`config.mk`:
```
export PLATFORM = sky130hd
export DESIGN_NAME = i2c_eep_seq
export DESIGN_NICKNAME = d
export VERILOG_FILES = /design/src/rtl/eepseq_pkg.sv /design/src/rtl/eepseq_left_ctr.sv /design/src/rtl/eepseq_rd_buf.sv /design/src/rtl/eepseq_status.sv /design/src/rtl/i2c_eep_seq.sv
export SDC_FILE = /design/constraint.sdc
export NUM_CORES = 1
export LEC_CHECK = 0
export ABC_AREA = 1
export BUFFER_PORTS_ARGS = -buffer_cell sky130_fd_sc_hd__buf_2
export CORE_ASPECT_RATIO = 0.9
export CORE_MARGIN = 2
export CORE_UTILIZATION = 48
export CTS_CLUSTER_DIAMETER = 80
export DETAILED_ROUTE_END_ITERATION = 12
export PLACE_DENSITY = 0.74
export SLEW_MARGIN = 10
export SYNTH_ARGS = -nofsm -noshare
export SYNTH_HDL_FRONTEND = slang
export SYNTH_HIERARCHICAL = 1
export SYNTH_SLANG_ARGS = --single-unit
```
`constraint.sdc`:
```
create_clock -name clk -period 5 [get_ports clk]
set_input_delay 0.75 -clock clk [delete_from_list [all_inputs] [get_ports clk]]
set_output_delay 0.75 -clock clk [all_outputs]
set_load 0.01 [all_outputs]
```
`src/rtl/eepseq_pkg.sv`:
```
package eepseq_pkg;

  typedef enum logic [1:0] {
    OP_START = 2'd0,
    OP_WRITE = 2'd1,
    OP_READ  = 2'd2,
    OP_STOP  = 2'd3
  } bus_op_e;

  typedef enum logic [3:0] {
    S_IDLE, S_WAITBUS, S_HSS, S_HSC, S_START, S_CTRLW, S_AHI, S_ALO,
    S_WFETCH, S_WDATA, S_RSTART, S_CTRLR, S_RDATA, S_RWAIT, S_STOP
  } seq_state_e;

  localparam logic [7:0] MASTER_CODE = 8'h09;

  function automatic logic [7:0] ctrl_byte(input logic [3:0] dtype,
                                           input logic [2:0] sel,
                                           input logic rd);
    return {dtype, sel, rd};
  endfunction

  function automatic logic [7:0] loc_high(input logic [15:0] loc);
    return loc[15:8];
  endfunction

  function automatic logic [7:0] loc_low(input logic [15:0] loc);
    return loc[7:0];
  endfunction

endpackage

```
`src/rtl/eepseq_left_ctr.sv`:
```
module eepseq_left_ctr #(
  parameter int W = 8
) (
  input  logic         clk,
  input  logic         rst_n,
  input  logic         load,
  input  logic [W-1:0] load_val,
  input  logic         dec,
  output logic         zero,
  output logic         one
);
  logic [W-1:0] left_q;

  always_ff @(posedge clk or negedge rst_n) begin
    if (!rst_n)    left_q <= '0;
    else if (load) left_q <= load_val;
    else if (dec)  left_q <= left_q - 1'b1;
  end

  assign zero = (left_q == '0);
  assign one  = (left_q == W'(1));

  AST_NO_UNDERFLOW: assert property (@(posedge clk) disable iff (!rst_n)
    dec |-> !zero);
endmodule

```
`src/rtl/eepseq_rd_buf.sv`:
```
module eepseq_rd_buf (
  input  logic       clk,
  input  logic       rst_n,
  input  logic       load,
  input  logic [7:0] din,
  input  logic       rd_ready,
  output logic       rd_valid,
  output logic [7:0] rd_data
);
  always_ff @(posedge clk or negedge rst_n) begin
    if (!rst_n) begin
      rd_valid <= 1'b0;
      rd_data  <= 8'h00;
    end else if (load) begin
      rd_valid <= 1'b1;
      rd_data  <= din;
    end else if (rd_valid && rd_ready) begin
      rd_valid <= 1'b0;
    end
  end

  AST_RD_HOLD: assert property (@(posedge clk) disable iff (!rst_n)
    rd_valid && !rd_ready |=> rd_valid && $stable(rd_data));
  AST_NO_OVERWRITE: assert property (@(posedge clk) disable iff (!rst_n)
    load |-> !rd_valid);
endmodule

```
`src/rtl/eepseq_status.sv`:
```
module eepseq_status (
  input  logic clk,
  input  logic rst_n,
  input  logic accept,
  input  logic set_err,
  input  logic fin,
  output logic done,
  output logic error
);
  always_ff @(posedge clk or negedge rst_n) begin
    if (!rst_n) begin
      done  <= 1'b0;
      error <= 1'b0;
    end else begin
      done <= fin;
      if (accept)       error <= 1'b0;
      else if (set_err) error <= 1'b1;
    end
  end

  AST_DONE_PULSE: assert property (@(posedge clk) disable iff (!rst_n)
    done |=> !done);
endmodule

```
`src/rtl/i2c_eep_seq.sv`:
```
module i2c_eep_seq
  import eepseq_pkg::*;
#(
  parameter int         LEN_W    = 8,
  parameter logic [3:0] DEV_TYPE = 4'b1010
) (
  input  logic             clk,
  input  logic             rst_n,
  input  logic             req_valid,
  output logic             req_ready,
  input  logic             req_write,
  input  logic             req_fast,
  input  logic [2:0]       req_sel,
  input  logic [15:0]      req_loc,
  input  logic [LEN_W-1:0] req_len,
  input  logic             wr_valid,
  output logic             wr_ready,
  input  logic [7:0]       wr_data,
  output logic             rd_valid,
  input  logic             rd_ready,
  output logic [7:0]       rd_data,
  input  logic             bus_busy,
  output logic             eng_req,
  output logic [1:0]       eng_op,
  output logic [7:0]       eng_byte,
  output logic             eng_ack,
  input  logic             eng_done,
  input  logic             eng_nack,
  input  logic             eng_fail,
  input  logic [7:0]       eng_rbyte,
  output logic             busy,
  output logic             done,
  output logic             error
);
  seq_state_e  state_q, state_d;
  logic        is_read_q;
  logic [2:0]  sel_q;
  logic [15:0] loc_q;
  logic [7:0]  wbyte_q;
  bus_op_e     op_w;

  // named internal events
  logic accept_w, step_bad, step_ok, left_zero, left_one;
  logic data_step, rd_load, stop_done, wr_take;

  assign req_ready = (state_q == S_IDLE);
  assign busy      = !req_ready;
  assign accept_w  = req_valid && req_ready;

  assign step_bad  = eng_done && (eng_fail ||
                     (eng_nack && op_w == OP_WRITE && state_q != S_HSC));
  assign step_ok   = eng_done && !step_bad;
  assign data_step = step_ok && (state_q == S_WDATA || state_q == S_RDATA);
  assign rd_load   = step_ok && (state_q == S_RDATA);
  assign stop_done = eng_done && (state_q == S_STOP);
  assign wr_ready  = (state_q == S_WFETCH) && !left_zero;
  assign wr_take   = wr_ready && wr_valid;

  always_ff @(posedge clk or negedge rst_n) begin
    if (!rst_n) begin
      state_q   <= S_IDLE;
      is_read_q <= 1'b0;
      sel_q     <= '0;
      loc_q     <= '0;
      wbyte_q   <= '0;
    end else begin
      state_q <= state_d;
      if (accept_w) begin
        is_read_q <= !req_write;
        sel_q     <= req_sel;
        loc_q     <= req_loc;
      end
      if (wr_take) wbyte_q <= wr_data;
    end
  end

  always_comb begin
    state_d = state_q;
    unique case (state_q)
      S_IDLE:    if (accept_w) state_d = req_fast ? S_HSS : S_WAITBUS;
      S_WAITBUS: if (!bus_busy) state_d = S_START;
      S_HSS:     if (step_ok) state_d = S_HSC;
      S_HSC:     if (step_ok) state_d = S_START;
      S_START:   if (step_ok) state_d = S_CTRLW;
      S_CTRLW:   if (step_ok) state_d = S_AHI;
      S_AHI:     if (step_ok) state_d = S_ALO;
      S_ALO:     if (step_ok) state_d = !is_read_q ? S_WFETCH :
                                        (left_zero ? S_STOP : S_RSTART);
      S_WFETCH:  if (left_zero) state_d = S_STOP;
                 else if (wr_valid) state_d = S_WDATA;
      S_WDATA:   if (step_ok) state_d = S_WFETCH;
      S_RSTART:  if (step_ok) state_d = S_CTRLR;
      S_CTRLR:   if (step_ok) state_d = S_RDATA;
      S_RDATA:   if (step_ok) state_d = S_RWAIT;
      S_RWAIT:   if (!rd_valid) state_d = left_zero ? S_STOP : S_RDATA;
      S_STOP:    if (eng_done) state_d = S_IDLE;
      default:   state_d = S_IDLE;
    endcase
    if (step_bad && state_q != S_STOP) state_d = S_STOP;
  end

  always_comb begin
    eng_req  = 1'b1;
    op_w     = OP_WRITE;
    eng_byte = 8'h00;
    eng_ack  = 1'b0;
    unique case (state_q)
      S_HSS, S_START, S_RSTART: op_w = OP_START;
      S_HSC:   eng_byte = MASTER_CODE;
      S_CTRLW: eng_byte = ctrl_byte(DEV_TYPE, sel_q, 1'b0);
      S_CTRLR: eng_byte = ctrl_byte(DEV_TYPE, sel_q, 1'b1);
      S_AHI:   eng_byte = loc_high(loc_q);
      S_ALO:   eng_byte = loc_low(loc_q);
      S_WDATA: eng_byte = wbyte_q;
      S_RDATA: begin
        op_w    = OP_READ;
        eng_ack = !left_one;
      end
      S_STOP:  op_w = OP_STOP;
      default: begin
        eng_req = 1'b0;
        op_w    = OP_START;
      end
    endcase
  end
  assign eng_op = op_w;

  eepseq_left_ctr #(.W(LEN_W)) u_left (
    .clk(clk), .rst_n(rst_n), .load(accept_w), .load_val(req_len),
    .dec(data_step), .zero(left_zero), .one(left_one)
  );

  eepseq_rd_buf u_rbuf (
    .clk(clk), .rst_n(rst_n), .load(rd_load), .din(eng_rbyte),
    .rd_ready(rd_ready), .rd_valid(rd_valid), .rd_data(rd_data)
  );

  eepseq_status u_stat (
    .clk(clk), .rst_n(rst_n), .accept(accept_w), .set_err(step_bad),
    .fin(stop_done), .done(done), .error(error)
  );

  AST_BUSY_AFTER_ACCEPT: assert property (@(posedge clk) disable iff (!rst_n)
    accept_w |=> busy);
  AST_CMD_HOLD: assert property (@(posedge clk) disable iff (!rst_n)
    eng_req && !eng_done |=> eng_req && $stable(eng_op) && $stable(eng_byte)
                             && $stable(eng_ack));
  AST_BAD_STEP_STOP: assert property (@(posedge clk) disable iff (!rst_n)
    step_bad && state_q != S_STOP |=> eng_req && eng_op == 2'd3);
  AST_DONE_IDLE: assert property (@(posedge clk) disable iff (!rst_n)
    done |-> !busy);
  AST_WAIT_QUIET: assert property (@(posedge clk) disable iff (!rst_n)
    state_q == S_WAITBUS |-> !eng_req);
endmodule

```
* Word-level counts from Yosys, hierarchy flattened *
Cells that the tools add are included.

word-level totals
  register bits after elaboration = 51
  output and inout bits = 26
  input port bits = 54
  word-level logic and storage cells = 103

cells by class
  eq/ne operators = 33
  mux-type cells = 32
  reductions and logical operators = 27
  add/subtract/negate cells = 1

operators with widths
  cell                                                                   number
  4-bit 2-to-1 mux                                                       17
  4-bit case mux with 15 select lines                                    1
  8-bit case mux with 6 select lines                                     1
  3-bit != test, second input constant                                   10
  4-bit equality test, second input constant                             7
  4-bit by 3-bit equality test with 1-bit output, second input constant  4
  8-bit 2-to-1 mux                                                       2
  15-bit AND reduction                                                   1
  1-bit logical AND                                                      12
  11-bit OR reduction                                                    1
  3-bit by 2-bit != test with 1-bit output, second input constant        3
  4-bit by 2-bit equality test with 1-bit output, second input constant  2
  8-bit by 1-bit equality test with 1-bit output, second input constant  1
  8-bit zero test                                                        1
  8-bit by 1-bit subtractor with 8-bit output, second input constant     1
  1-bit 2-to-1 mux                                                       6
  3-bit 2-to-1 mux                                                       2
  2-bit case mux with 3 select lines                                     1
  2-bit nonzero test                                                     3
  6-bit OR reduction                                                     1
  1-bit zero test                                                        5
  4-bit by 1-bit equality test with 1-bit output, second input constant  1
  4-bit zero test                                                        1
  2-bit 2-to-1 mux                                                       2
  other kinds (6)                                                        7

* Longest topological paths before layout *
Gate-level depths: netlist of the first run.

  word-level depth = 13
  gate-level depth with buffers = 13
  mapped depth without buffers = 12

* Hierarchy *
Netlist of the first run, hierarchy kept.

modules (own cells, without submodules)
  module           cells each  area an instance (sq um)  sequential area each (sq um)  times used
  i2c_eep_seq      244         1889.3                    800.8                         1
  eepseq_left_ctr  75          578.1                     200.2                         1
  eepseq_rd_buf    38          341.6                     225.2                         1
  eepseq_status    4           57.6                      50.0                          1

* Least setup slack after synthesis of the first run *
OpenSTA, ideal clock, no wires.

  path type = register to register
  start point = register state_q[2]
  end point = register u_left.left_q[2]
  arrival = 1738 ps
  path buffers = 3
  cell stages (with the launch flop) = 12
  clock period less this slack = 1864 ps
  path slack = 3136 ps
  data required time = 4873 ps
  setup time = 127 ps
  path through = dfrtp_1 > buf_6 > nor2_4 > inv_2 > nor2_2 > inv_2 > nor2_2 > buf_2 > buf_4 > nor2_4 > a22oi_1 > o21ai_1

on the way
  elaborated cells on any way between the ends = 24
  those cells by class = eq/ne (10); mux (2); reduce/logical (12)

RTL lines
  what                                                    RTL line               text
  start, declared                                         i2c_eep_seq.sv:35      seq_state_e state_q, state_d;
  start signal, assigned                                  i2c_eep_seq.sv:67      state_q <= state_d;
  4-bit zero test (*)                                     i2c_eep_seq.sv:46      assign req_ready = (state_q == S_IDLE);
  via req_ready                                           i2c_eep_seq.sv:10      output logic req_ready,
  1-bit logical AND (*)                                   i2c_eep_seq.sv:48      assign accept_w = req_valid && req_ready;
  via accept_w                                            i2c_eep_seq.sv:43      logic accept_w, step_bad, step_ok, left_zero, left_one;
  8-bit 2-to-1 mux or 2-bit nonzero test (tied branches)  -
  end signal, assigned                                    eepseq_left_ctr.sv:16  else if (load) left_q <= load_val;
  end signal, assigned                                    eepseq_left_ctr.sv:17  else if (dec) left_q <= left_q - 1'b1;
  end, declared                                           eepseq_left_ctr.sv:12  logic [W-1:0] left_q;

Mark *: on every way through the listed nets, which the timed path passes. The rest lies on a longest branch.
A chain may end at the register's enable or synchronous reset.

* Final worst setup path of the first run *
  start point = register state_q[2]
  end point = output port eng_byte[1]

on the way
  cells in the longest elaborated chain, start to end = 2
  elaborated cells on any way between the ends = 7
  those cells by class = eq/ne (6); mux (1)

RTL lines
  what                                         RTL line            text
  4-bit equality test (tied with other cells)  i2c_eep_seq.sv:107  unique case (state_q)
  8-bit case mux with 6 select lines (*)       i2c_eep_seq.sv:107
  end, declared                                i2c_eep_seq.sv:25   output logic [7:0] eng_byte,

Every way passes the cells marked *; elsewhere a longest branch is shown, timed or not.

==> Implementation_results.wiki, run 1 <==
{| class="wikitable"
! Metric !! Value
|-
| Status || finished, final reports clean
|-
| Average wire length per cell after detail routing || 13.5 µm
|-
| Clock latency reported for the late side of the worst-skew pair || 310 ps
|-
| Number of buffers created by CTS || 5
|-
| Total power density per cell area || 578 nW/µm²
|-
| Growth of design area from synthesis to finish || 18.4%
|-
| Post-route worst setup slack || 2430 ps
|-
| Rows || 26
|-
| Maximum level of the CTS H-tree || 2
|-
| HPWL after detailed placement || 5140 µm
|-
| Floorplan die height || 77.3 µm
|-
| Initial core utilization || 0.501
|-
| Peak supply drop || 357 µV
|-
| Overall power after layout || 1.96 mW
|-
| GRT overflow || 0
|-
| Minimum setup slack after placement || 2720 ps
|-
| Fin crit period || 2570 ps
|-
| Worst setup SP type || flip-flop
|-
| Drt total wl || 6910 µm
|-
| Syn Inst Count || 361
|-
| Remaining number of nets flagged by the antenna check after routing || 0
|-
| Max-cap violation count || 0
|-
| Power share of the sequential group || 0.392
|-
| Sequential share of the synthesized area || 0.445
|-
| Post-CTS clock slew at the launch and capture registers of the worst setup and hold paths || 100 ps
|-
| First-pass GRT wire length || 11400 µm
|-
| Reg2reg end || u_rbuf/rd_data[5]$_DFFE_PN0P_
|-
| Avg Vias per Cell || 5.02
|-
| Number of I/O port buffers || 79
|-
| Worst clock skew || 8.62 ps
|-
| Leakage power || 1.85 nW
|-
| Worst hold endpoint || u_rbuf/rd_data[5]$_DFFE_PN0P_
|-
| Data required time of the worst path || 4250 ps
|-
| Number of cells upsized or downsized after cts || 0
|-
| Biggest fanout along the worst timing path || 9
|-
| Maximum clock insertion buffer count || 2
|-
| Number of cell instances on the worst register-to-register path || 11
|-
| Total standard cell area after synthesis || 2870 µm²
|-
| Number of top-level design ports || 80
|-
| Int Pwr || 1.06 mW
|-
| Portion of total power attributed to combinational logic || 0.481
|-
| Part of the power in the clock network || 0.127
|-
| Number of nets at the end of the flow || 498
|-
| Switching Power || 0.900 mW
|-
| Average footprint of a synthesized cell || 7.94 µm²
|-
| Slack of the worst reg-to-reg path || 2690 ps
|-
| Post-CTS Hold Fix Bufs || 0
|-
| Yosys synthesis warning count || 6
|-
| Hold violation count in the final report || 0
|-
| Setup_tns || 0 ps
|-
| Drt first-iter violations || 158
|-
| RSZ-0062 raised after global routing || false
|-
| Die Outline Area || 6610 µm²
|-
| Hold path depth || 2
|-
| Count of pins over their slew limit || 0
|-
| Die width || 85.5 µm
|-
| Final period utilization || 0.514
|-
| Worst slew slack as a fraction of its limit || 0.526
|-
| Hold_ws || 479 ps
|-
| Critical path capture point type || primary output
|-
| Number of different library cells in the post-synthesis netlist || 32
|-
| Detailed-router iteration count before antenna repair || 4
|-
| Floorplan Core Area || 5730 µm²
|-
| Data arrival time at the worst-slack endpoint || 1820 ps
|-
| Critical path startpoint || state_q[2]$_DFFE_PN0P_
|-
| Tightest Pin Transition || 709 ps
|-
| Total number of clock tree sinks || 51
|-
| Source of the worst register-to-register timing path || state_q[3]$_DFFE_PN0P_
|-
| Maximum number of pins on one net before global-route repair || 52
|-
| Cell count after placement || 504
|-
| Filler-free cell count of the finished design || 512
|-
| Vias || 2572
|-
| Share of cells above drive strength 1 || 0.301
|-
| Syn_nets || 418
|-
| Via count of the first global-routing pass || 2486
|-
| Antenna violations before repair || 0
|-
| GR Util All Layers || 0.216
|-
| Setup violators final || 0
|-
| Category of the critical setup timing path || flip-flop to primary output
|-
| Path type of the worst min-delay path || flip-flop to flip-flop
|-
| Yosys reg bits || 51
|-
| Hold path start || u_rbuf/rd_data[5]$_DFFE_PN0P_
|-
| Remaining routing DRC violations || 0
|-
| Number of inserted diodes || 0
|-
| Routability cong. || 0.938
|-
| Max Freq || 0.389 GHz
|-
| Clock tree from TritonCTS || built
|-
| Root buffer selected by CTS || sky130_fd_sc_hd__clkbuf_8
|-
| Buffers inserted by post-CTS timing repair || 0
|-
| Switch share || 0.458
|}
-- worst max path at each step --
stage / to / slack [ps] / cells after the start
finish: eng_byte[1] / 2430 / 7
global placement: eng_byte[0] / 2810 / 7
floorplan: u_left/left_q[2]$_DFFE_PN0P_ / 3140 / 11
global route: eng_byte[5] / 2260 / 7
CTS: eng_byte[1] / 2440 / 7
detailed placement: u_rbuf/rd_data[2]$_DFFE_PN0P_ / 2720 / 11
-- critical path, stage by stage, from the launching register on --
cell                      delay, ps
sky130_fd_sc_hd__dfrtp_1        590
sky130_fd_sc_hd__inv_4           90
sky130_fd_sc_hd__nor2_1         200
sky130_fd_sc_hd__nand2_1        100
sky130_fd_sc_hd__inv_1          190
sky130_fd_sc_hd__nand2_1         90
sky130_fd_sc_hd__nand4_1        110
sky130_fd_sc_hd__buf_2          140
-- power by group through the flow --
stage	Sequential [mW]	Combinational [mW]	Clock, mW
floorplan	0.729	0.716	0
global placement	0.770	0.923	0
detailed placement	0.774	0.943	0
CTS	0.768	0.945	0.252
global route	0.794	1.06	0.271
finish	0.769	0.943	0.250
-- through the flow --
stage / util / instance area (µm²)
after global routing: 0.593 / 3390
after global placement: 0.577 / 3300
after floorplan: - / 2870
final: 0.593 / 3390
after detailed placement: 0.577 / 3300
after CTS: 0.593 / 3390
-- registers in the layout (all words and copies together), names as in the netlist --
| register | count |
|---|---|
| u_rbuf/rd_valid | 1 |
| u_rbuf/rd_data | 8 |
| sel_q | 3 |
| loc_q | 16 |
| wbyte_q | 8 |
| u_left/left_q | 8 |
| u_stat/error | 1 |
| is_read_q | 1 |
| u_stat/done | 1 |
| state_q | 4 |
-- cell usage after synthesis --
| master | instances | area share |
|---|---|---|
| sky130_fd_sc_hd__nand2_1 | 149 | 0.20 |
| sky130_fd_sc_hd__dfrtp_1 | 51 | 0.45 |
| sky130_fd_sc_hd__nor2_1 | 23 | 0.030 |
| sky130_fd_sc_hd__inv_1 | 21 | 0.028 |
| sky130_fd_sc_hd__nand3_1 | 18 | 0.031 |
| sky130_fd_sc_hd__inv_2 | 11 | 0.014 |
| sky130_fd_sc_hd__nand4_1 | 9 | 0.020 |
| sky130_fd_sc_hd__mux2_1 | 8 | 0.031 |
| sky130_fd_sc_hd__nor2_2 | 8 | 0.017 |
| sky130_fd_sc_hd__a22oi_1 | 6 | 0.016 |
| sky130_fd_sc_hd__nand2_2 | 5 | 0.011 |
| sky130_fd_sc_hd__nor2_4 | 5 | 0.020 |
| sky130_fd_sc_hd__o21ai_0 | 5 | 0.0087 |
| sky130_fd_sc_hd__buf_2 | 4 | 0.0070 |
| sky130_fd_sc_hd__nand2_4 | 4 | 0.016 |
| sky130_fd_sc_hd__nand3_2 | 4 | 0.014 |
| sky130_fd_sc_hd__o211ai_1 | 4 | 0.010 |
| sky130_fd_sc_hd__a21oi_1 | 3 | 0.0052 |
| sky130_fd_sc_hd__buf_6 | 3 | 0.012 |
| sky130_fd_sc_hd__ha_1 | 3 | 0.013 |
| sky130_fd_sc_hd__o21ai_1 | 3 | 0.0052 |
| sky130_fd_sc_hd__nor2_8 | 2 | 0.014 |
| sky130_fd_sc_hd__o2111ai_1 | 2 | 0.0061 |
| sky130_fd_sc_hd__o22ai_1 | 2 | 0.0044 |
| sky130_fd_sc_hd__a31oi_2 | 1 | 0.0044 |
| sky130_fd_sc_hd__buf_4 | 1 | 0.0026 |
| sky130_fd_sc_hd__inv_4 | 1 | 0.0022 |
| sky130_fd_sc_hd__nand4_2 | 1 | 0.0044 |
| sky130_fd_sc_hd__nor3_1 | 1 | 0.0017 |
| sky130_fd_sc_hd__o211ai_2 | 1 | 0.0044 |
| sky130_fd_sc_hd__o21ai_2 | 1 | 0.0031 |
| sky130_fd_sc_hd__xnor2_1 | 1 | 0.0031 |
-- layout make-up --
class | count | area [µm²]
timing repair buffer | 81 | 410
clock inverter | 3 | 22.5
multi-input combinational | 269 | 1400
inverter | 33 | 126
fill | 540 | 2330
clock buffer | 5 | 68.8
sequential | 51 | 1280
tap | 70 | 87.6
-- metal layers --
metal	track usage	wire (µm)
met5	0	0
met3	0.0355	442
met2	0.332	3130
met1	0.312	3290
met4	0.0683	42
-- cells by family (layout without fill, tap and decap cells) --
| logic type | after synthesis | count (layout) | synth area share |
|---|---|---|---|
| AO/OA/AOI/OAI | 28 | 28 | 0.0677 |
| multiplexers | 8 | 8 | 0.0314 |
| flip-flops | 51 | 51 | 0.445 |
| XOR/XNOR | 1 | 1 | 0.00306 |
| adder cells (fa/ha/maj) | 3 | 3 | 0.0131 |
| AND/OR/NAND/NOR | 229 | 229 | 0.374 |
| buffers and inverters | 41 | 122 | 0.0655 |
-- cell usage in the layout, fill, tap and decap left out, types with 3 or more instances in the layout --
cell                       count
sky130_fd_sc_hd__nor2_4        5
sky130_fd_sc_hd__mux2_1        8
sky130_fd_sc_hd__nor2_1       23
sky130_fd_sc_hd__nand3_2       4
sky130_fd_sc_hd__clkbuf_8      5
sky130_fd_sc_hd__nand2_1     149
sky130_fd_sc_hd__a21oi_1       3
sky130_fd_sc_hd__o211ai_1      4
sky130_fd_sc_hd__nand3_1      18
sky130_fd_sc_hd__nand2_4       4
sky130_fd_sc_hd__buf_2        79
sky130_fd_sc_hd__a22oi_1       6
sky130_fd_sc_hd__inv_2        11
sky130_fd_sc_hd__dfrtp_1      51
sky130_fd_sc_hd__ha_1          3
sky130_fd_sc_hd__nand4_1       9
sky130_fd_sc_hd__nand2_2       5
sky130_fd_sc_hd__inv_1        21
sky130_fd_sc_hd__o21ai_0       5
sky130_fd_sc_hd__o21ai_1       3
sky130_fd_sc_hd__nor2_2        8
(Power assumes the default switching activity.)
==> inputs of run 2 (changes only) <==
--- a/config.mk
+++ b/config.mk
@@ -9,10 +9,10 @@
 export BUFFER_PORTS_ARGS = -buffer_cell sky130_fd_sc_hd__buf_2
 export CORE_ASPECT_RATIO = 0.9
 export CORE_MARGIN = 2
-export CORE_UTILIZATION = 48
+export CORE_UTILIZATION = 47
 export CTS_CLUSTER_DIAMETER = 80
 export DETAILED_ROUTE_END_ITERATION = 12
-export PLACE_DENSITY = 0.74
+export PLACE_DENSITY = 0.76
 export SLEW_MARGIN = 10
 export SYNTH_ARGS = -nofsm -noshare
 export SYNTH_HDL_FRONTEND = slang
==> constraint.sdc (replaced) <==
create_clock -name clk -period 2.31 [get_ports clk]
set_input_delay 0.3465 -clock clk [delete_from_list [all_inputs] [get_ports clk]]
set_output_delay 0.3465 -clock clk [all_outputs]
set_load 0.01 [all_outputs]
==> run 2 against run 1 <==
Compared with the run above:
- critical path depth did not move
- via count decreased by 0.62%
- clock power rose by 140%
- sequential power up 110%
- sequential cell count did not move
- worst hold slack worse by 350 ps
- global-route usage is 0.82 points lower
==> Implementation_results.wiki, run 2 (synthesized netlist as in run 1, its figures left out) <==
{| class="wikitable"
! Metric !! Value
|-
| HPWL after detailed placement || 5110 µm
|-
| Portion of total power attributed to combinational logic || 0.474
|-
| Total number of clock tree sinks || 51
|-
| Slack of the worst reg-to-reg path || 200 ps
|-
| Clock latency reported for the late side of the worst-skew pair || 300 ps
|-
| Biggest fanout along the worst timing path || 8
|-
| Maximum level of the CTS H-tree || 2
|-
| Most frequent cell on the critical path || sky130_fd_sc_hd__nand2_1
|-
| GR Util All Layers || 0.208
|-
| Detailed-router iteration count before antenna repair || 4
|-
| Drt first-iter violations || 155
|-
| Die width || 86.3 µm
|-
| Power share of the sequential group || 0.384
|-
| Antenna violations before repair || 0
|-
| Data required time of the worst path || 1960 ps
|-
| Post-CTS clock slew at the launch and capture registers of the worst setup and hold paths || 100 ps
|-
| Maximum number of pins on one net before global-route repair || 52
|-
| Largest delay contributor family on the critical path || flip-flops
|-
| Floorplan die height || 78.1 µm
|-
| Number of nets at the end of the flow || 499
|-
| Number of inserted diodes || 0
|-
| First-pass GRT wire length || 11300 µm
|-
| Root buffer selected by CTS || sky130_fd_sc_hd__clkbuf_8
|-
| Number of buffers created by CTS || 5
|-
| Total met3 wirelength after detailed routing || 483 µm
|-
| Top routing layer in use || met4
|-
| Clock tree from TritonCTS || built
|-
| Category of the critical setup timing path || flip-flop to primary output
|-
| Peak supply drop || 686 µV
|-
| Leakage power || 1.86 nW
|-
| Switch share || 0.441
|-
| Register ranked first by flip-flop count || loc_q
|-
| Final period utilization || 0.923
|-
| Rows || 26
|-
| Initial core utilization || 0.495
|-
| Number of I/O port buffers || 79
|-
| Source of the worst register-to-register timing path || state_q[3]$_DFFE_PN0P_
|-
| RSZ-0062 raised after global routing || false
|-
| Int Pwr || 2.41 mW
|-
| Number of top-level design ports || 80
|-
| Post-CTS Hold Fix Bufs || 0
|-
| Total power density per cell area || 1260 nW/µm²
|-
| Max Freq || 0.469 GHz
|-
| Worst slew slack as a fraction of its limit || 0.566
|-
| Multi-input logic area || 1400 µm²
|-
| Drt total wl || 6670 µm
|-
| # fillers || 542
|-
| GRT overflow || 0
|-
| Met2 wire len || 2960 µm
|-
| Critical path capture point type || primary output
|-
| M1 wire length || 3180 µm
|-
| Routability cong. || 0.874
|-
| Worst clock skew || 8.88 ps
|-
| Switching Power || 1.90 mW
|-
| Growth of design area from synthesis to finish || 19.7%
|-
| Critical path startpoint || state_q[0]$_DFFE_PN0P_
|-
| Filler-free cell count of the finished design || 512
|-
| Floorplan Core Area || 5790 µm²
|-
| Overall power after layout || 4.31 mW
|-
| Maximum clock insertion buffer count || 2
|-
| Status || finished, final reports clean
|-
| Average wire length per cell after detail routing || 13.0 µm
|-
| Tightest Pin Transition || 651 ps
|-
| Die Outline Area || 6740 µm²
|-
| Remaining number of nets flagged by the antenna check after routing || 0
|-
| Remaining routing DRC violations || 0
|-
| Count of buffering cells on the critical path with inverters included || 3
|-
| Utilization after layout || 0.592
|-
| Avg Vias per Cell || 4.99
|-
| Max-cap violation count || 0
|-
| Fin crit period || 2130 ps
|-
| Count of pins over their slew limit || 0
|-
| Most frequent standard cell in the layout excluding fill and tap cells || sky130_fd_sc_hd__nand2_1
|-
| Commonest cells after routing, fill and taps aside || sky130_fd_sc_hd__nand2_1, sky130_fd_sc_hd__buf_2, sky130_fd_sc_hd__dfrtp_1, sky130_fd_sc_hd__nor2_1, sky130_fd_sc_hd__inv_1
|-
| Via count of the first global-routing pass || 2496
|-
| Highest-delay cell along the critical path || sky130_fd_sc_hd__dfrtp_1
|-
| Worst setup SP type || flip-flop
|-
| Setup violators final || 0
|-
| Path type of the worst min-delay path || primary input to async pin
|-
| Cell count after placement || 505
|-
| Setup_tns || 0 ps
|-
| Part of the power in the clock network || 0.142
|-
| Cells traversed along the worst timing path || nand2_1 > inv_1 > nand2_1 > inv_1 > nand2_1 > nand4_1 > buf_2
|-
| Hold violation count in the final report || 0
|-
| Data arrival time at the worst-slack endpoint || 1790 ps
|-
| Share of cells above drive strength 1 || 0.303
|-
| FF/Latch Area || 1280 µm²
|-
| Max stage delay on crit path || 500 ps
|-
| Vias || 2556
|-
| Number of flip-flops in the largest register || 16
|}
-- run 2: worst register-to-register path, stage by stage (launching register included) --
cell                       delay [ps]
sky130_fd_sc_hd__dfrtp_1          600
sky130_fd_sc_hd__inv_2             80
sky130_fd_sc_hd__nand2_1          140
sky130_fd_sc_hd__nor2_1            70
sky130_fd_sc_hd__nor2_2           120
sky130_fd_sc_hd__nand2_2           80
sky130_fd_sc_hd__nand3_2           90
sky130_fd_sc_hd__nand3_2          110
sky130_fd_sc_hd__nor2_1           220
sky130_fd_sc_hd__inv_1            150
sky130_fd_sc_hd__nor2_8           140
sky130_fd_sc_hd__inv_2             60
sky130_fd_sc_hd__o211ai_1         170
-- run 2: final cells by class --
cell class | count | share of cell area
Clock buffer | 5 | 0.0201
Clock inverter | 2 | 0.0109
Inverter | 33 | 0.0368
Multi-Input combinational cell | 269 | 0.409
Sequential cell | 51 | 0.372
Tap cell | 70 | 0.0255
Timing Repair Buffer | 82 | 0.125
-- run 2: path summary, 6_finish.rpt --
kind | to | depth (start not counted)
setup / recovery | eng_byte[1] | 7
hold / removal | state_q[0]$_DFFE_PN0P_ | 2
setup reg to reg | u_left/left_q[0]$_DFFE_PN0P_ | 12
hold reg to reg | u_rbuf/rd_data[4]$_DFFE_PN0P_ | 2
max in group asynchronous | state_q[2]$_DFFE_PN0P_ | 2
min in group clk | is_read_q$_DFFE_PN0P_ | 2
-- run 2: timing repair --
item	CTS	global route
endpoints found under the setup margin	0	8
resized for setup	0	1
buffers inserted	0	0
-- run 2: routing by layer --
metal | track usage | vias up
met5 | 0 | -
met4 | 0.0531 | 0
met2 | 0.327 | 95
li1 | - | 1316
met1 | 0.294 | 1141
met3 | 0.0421 | 4
-- run 2: power groups by stage --
stage	logic [mW]	registers, mW	clock network (mW)
6_report	2.04	1.65	0.612
5_1_grt	2.30	1.72	0.657
3_5_place_dp	2.04	1.67	0
3_3_place_gp	2.03	1.66	0
4_1_cts	2.05	1.65	0.626
2_1_floorplan	1.55	1.58	0
-- run 2: stage by stage --
| step | instance area, µm² | setup slack (ps) | hold WS [ps] |
|---|---|---|---|
| after global placement | 3320 | 324 | 452 |
| after global routing | 3430 | 3.82 | 200 |
| final | 3430 | 178 | 126 |
| after CTS | 3430 | 96.5 | 175 |
| after detailed placement | 3320 | 227 | 455 |
| after floorplan | 2870 | 446 | 50.9 |
==> inputs of run 3 (changes only) <==
--- a/config.mk
+++ b/config.mk
@@ -9,10 +9,10 @@
 export BUFFER_PORTS_ARGS = -buffer_cell sky130_fd_sc_hd__buf_2
 export CORE_ASPECT_RATIO = 0.9
 export CORE_MARGIN = 2
-export CORE_UTILIZATION = 47
+export CORE_UTILIZATION = 48
 export CTS_CLUSTER_DIAMETER = 80
 export DETAILED_ROUTE_END_ITERATION = 12
-export PLACE_DENSITY = 0.76
+export PLACE_DENSITY = 0.74
 export SLEW_MARGIN = 10
 export SYNTH_ARGS = -nofsm -noshare
 export SYNTH_HDL_FRONTEND = slang
==> constraint.sdc (replaced) <==
create_clock -name clk -period 2.45 [get_ports clk]
set_input_delay 0.3675 -clock clk [delete_from_list [all_inputs] [get_ports clk]]
set_output_delay 0.3675 -clock clk [all_outputs]
set_load 0.01 [all_outputs]
==> run 3 against run 2 <==
Compared with the run above:
- register-to-register slack improved by 160 ps
- wire length increased by 4.1%
- design area decreased by 0.69%
- core utilization increased by 0.26 points
- non-clock buffer count increased by 1
- clock-buffer cell count increased by 1
- critical path depth unchanged
- clock power decreased by 17%
- die area decreased by 2.0%
- sequential cell count unchanged
- setup slack got worse by 8.0 ps
- largest cell class unchanged
- largest power group unchanged
==> Implementation_results.wiki, run 3 (synthesized netlist as in run 1, its figures left out) <==
{| class="wikitable"
! Metric !! Value
|-
| Peak supply drop || 638 µV
|-
| Max stage delay on crit path || 600 ps
|-
| Number of flip-flops in the largest register || 16
|-
| Leakage power || 1.86 nW
|-
| Die Outline Area || 6610 µm²
|-
| Number of inserted diodes || 0
|-
| Detailed-router iteration count before antenna repair || 4
|-
| Number of top-level design ports || 80
|-
| Met3 routing resource usage after global routing || 0.0420
|-
| Max Freq || 0.439 GHz
|-
| Drt first-iter violations || 184
|-
| Count of pins over their slew limit || 0
|-
| Number of buffers created by CTS || 5
|-
| Category of the critical setup timing path || flip-flop to primary output
|-
| Cells traversed along the worst timing path || inv_4 > nor2_1 > nand2_1 > inv_1 > nand2_1 > o2111ai_1 > buf_2
|-
| Floorplan Core Area || 5730 µm²
|-
| Remaining routing DRC violations || 0
|-
| GR Util All Layers || 0.216
|-
| Worst clock skew || 4.71 ps
|-
| Die width || 85.5 µm
|-
| Hold_ws || 84.2 ps
|-
| Number of cells upsized or downsized after cts || 0
|-
| Post-CTS Hold Fix Bufs || 0
|-
| Clock tree from TritonCTS || built
|-
| Share of cells above drive strength 1 || 0.302
|-
| HPWL after detailed placement || 5350 µm
|-
| Antenna violations before repair || 0
|-
| Vias || 2650
|-
| RSZ-0062 raised after global routing || false
|-
| Most used routing layer || met2
|-
| Filler-free cell count of the finished design || 514
|-
| Largest delay contributor family on the critical path || flip-flops
|-
| Capture point of the worst path || eng_byte[0]
|-
| Average wire length per cell after detail routing || 13.5 µm
|-
| Count of buffering cells on the critical path with inverters included || 3
|-
| Highest-delay cell along the critical path || sky130_fd_sc_hd__dfrtp_1
|-
| Count of cell instances traversed by the critical path || 7
|-
| Clock latency reported for the late side of the worst-skew pair || 300 ps
|-
| Remaining number of nets flagged by the antenna check after routing || 0
|-
| Routability cong. || 0.914
|-
| Reg2reg end || u_left/left_q[0]$_DFFE_PN0P_
|-
| Commonest cells after routing, fill and taps aside || sky130_fd_sc_hd__nand2_1, sky130_fd_sc_hd__buf_2, sky130_fd_sc_hd__dfrtp_1, sky130_fd_sc_hd__nor2_1, sky130_fd_sc_hd__inv_1
|-
| Total power density per cell area || 1180 nW/µm²
|-
| Cell count after placement || 506
|-
| Final period utilization || 0.931
|-
| Growth of design area from synthesis to finish || 18.9%
|-
| Via count of the first global-routing pass || 2521
|-
| Met1 Resource Use GR || 0.306
|-
| Maximum level of the CTS H-tree || 2
|-
| Path type of the worst min-delay path || primary input to async pin
|-
| Most frequent standard cell in the layout excluding fill and tap cells || sky130_fd_sc_hd__nand2_1
|-
| Critical path capture point type || primary output
|-
| GRT overflow || 0
|-
| Number of cell instances on the worst register-to-register path || 12
|-
| Hold violation count in the final report || 0
|-
| Initial core utilization || 0.501
|-
| Setup_tns || 0 ps
|-
| Total number of clock tree sinks || 51
|-
| Most frequent cell on the critical path || sky130_fd_sc_hd__nand2_1
|-
| Worst setup SP type || flip-flop
|-
| Source of the worst register-to-register timing path || state_q[3]$_DFFE_PN0P_
|-
| Setup violators final || 0
|-
| Met2 GRT Util || 0.336
|-
| Number of nets at the end of the flow || 500
|-
| Minimum setup slack after placement || 391 ps
|-
| First-pass GRT wire length || 11600 µm
|-
| Status || finished, final reports clean
|-
| Post-route worst setup slack || 170 ps
|-
| Root buffer selected by CTS || sky130_fd_sc_hd__clkbuf_8
|-
| Maximum number of pins on one net before global-route repair || 32
|-
| Maximum clock insertion buffer count || 2
|-
| Slack of the worst reg-to-reg path || 360 ps
|-
| Fin crit period || 2280 ps
|-
| Data required time of the worst path || 2080 ps
|-
| Buffers inserted by post-CTS timing repair || 0
|-
| Critical path startpoint || state_q[2]$_DFFE_PN0P_
|-
| Worst slew slack as a fraction of its limit || 0.551
|-
| Post-CTS clock slew at the launch and capture registers of the worst setup and hold paths || 100 ps
|-
| Data arrival time at the worst-slack endpoint || 1910 ps
|-
| Avg Vias per Cell || 5.16
|-
| Drt total wl || 6940 µm
|-
| Floorplan die height || 77.3 µm
|-
| Number of I/O port buffers || 79
|-
| Rows || 26
|-
| Register ranked first by flip-flop count || loc_q
|-
| Tightest Pin Transition || 674 ps
|-
| Max-cap violation count || 0
|-
| Biggest fanout along the worst timing path || 9
|}
[run 3: routing by layer]
layer	up-vias	wire [µm]
li1	1322	-
met1	1214	3200
met2	101	3110
met3	13	510
met4	0	122
met5	-	0
[run 3: metrics by stage]
step / util / total power, mW / cell area, µm²
global route: 0.595 / 4.35 / 3410
global placement: 0.580 / 3.46 / 3320
detailed placement: 0.580 / 3.51 / 3320
floorplan: - / 2.95 / 2870
CTS: 0.595 / 4.01 / 3410
finish: 0.595 / 4.01 / 3410
[run 3: where the power goes]
group	total, mW	leakage (nW)	switching (mW)	internal (mW)
sequential	1.56	0.633	0.332	1.23
clock	0.508	0.0418	0.302	0.206
combinational	1.94	1.18	1.20	0.741
total	4.01	1.86	1.83	2.17
[run 3: layout make-up]
type                       instances  area [µm²]
inverter                          33         126
fill                             555        2320
clock inverter                     2        16.3
clock buffer                       6        72.6
tap                               70        87.6
sequential                        51        1280
timing repair buffer              83         425
multi-input combinational        269        1400
[run 3: worst min path at each step]
| stage | startpoint | to |
|---|---|---|
| 2_1_floorplan | rst_n | is_read_q$_DFFE_PN0P_ |
| 3_3_place_gp | rst_n | state_q[2]$_DFFE_PN0P_ |
| 3_5_place_dp | rst_n | state_q[3]$_DFFE_PN0P_ |
| 4_1_cts | rst_n | state_q[3]$_DFFE_PN0P_ |
| 5_1_grt | rst_n | sel_q[1]$_DFFE_PN0P_ |
| 6_report | rst_n | state_q[3]$_DFFE_PN0P_ |
[run 3: worst reg2reg max path, delay by kind of cell (launching register included)]
kind                   cells  cell delay, ps
AND/OR/NAND/NOR            8             980
buffers and inverters      3             300
flip-flops                 1             600
AO/OA/AOI/OAI              1             150
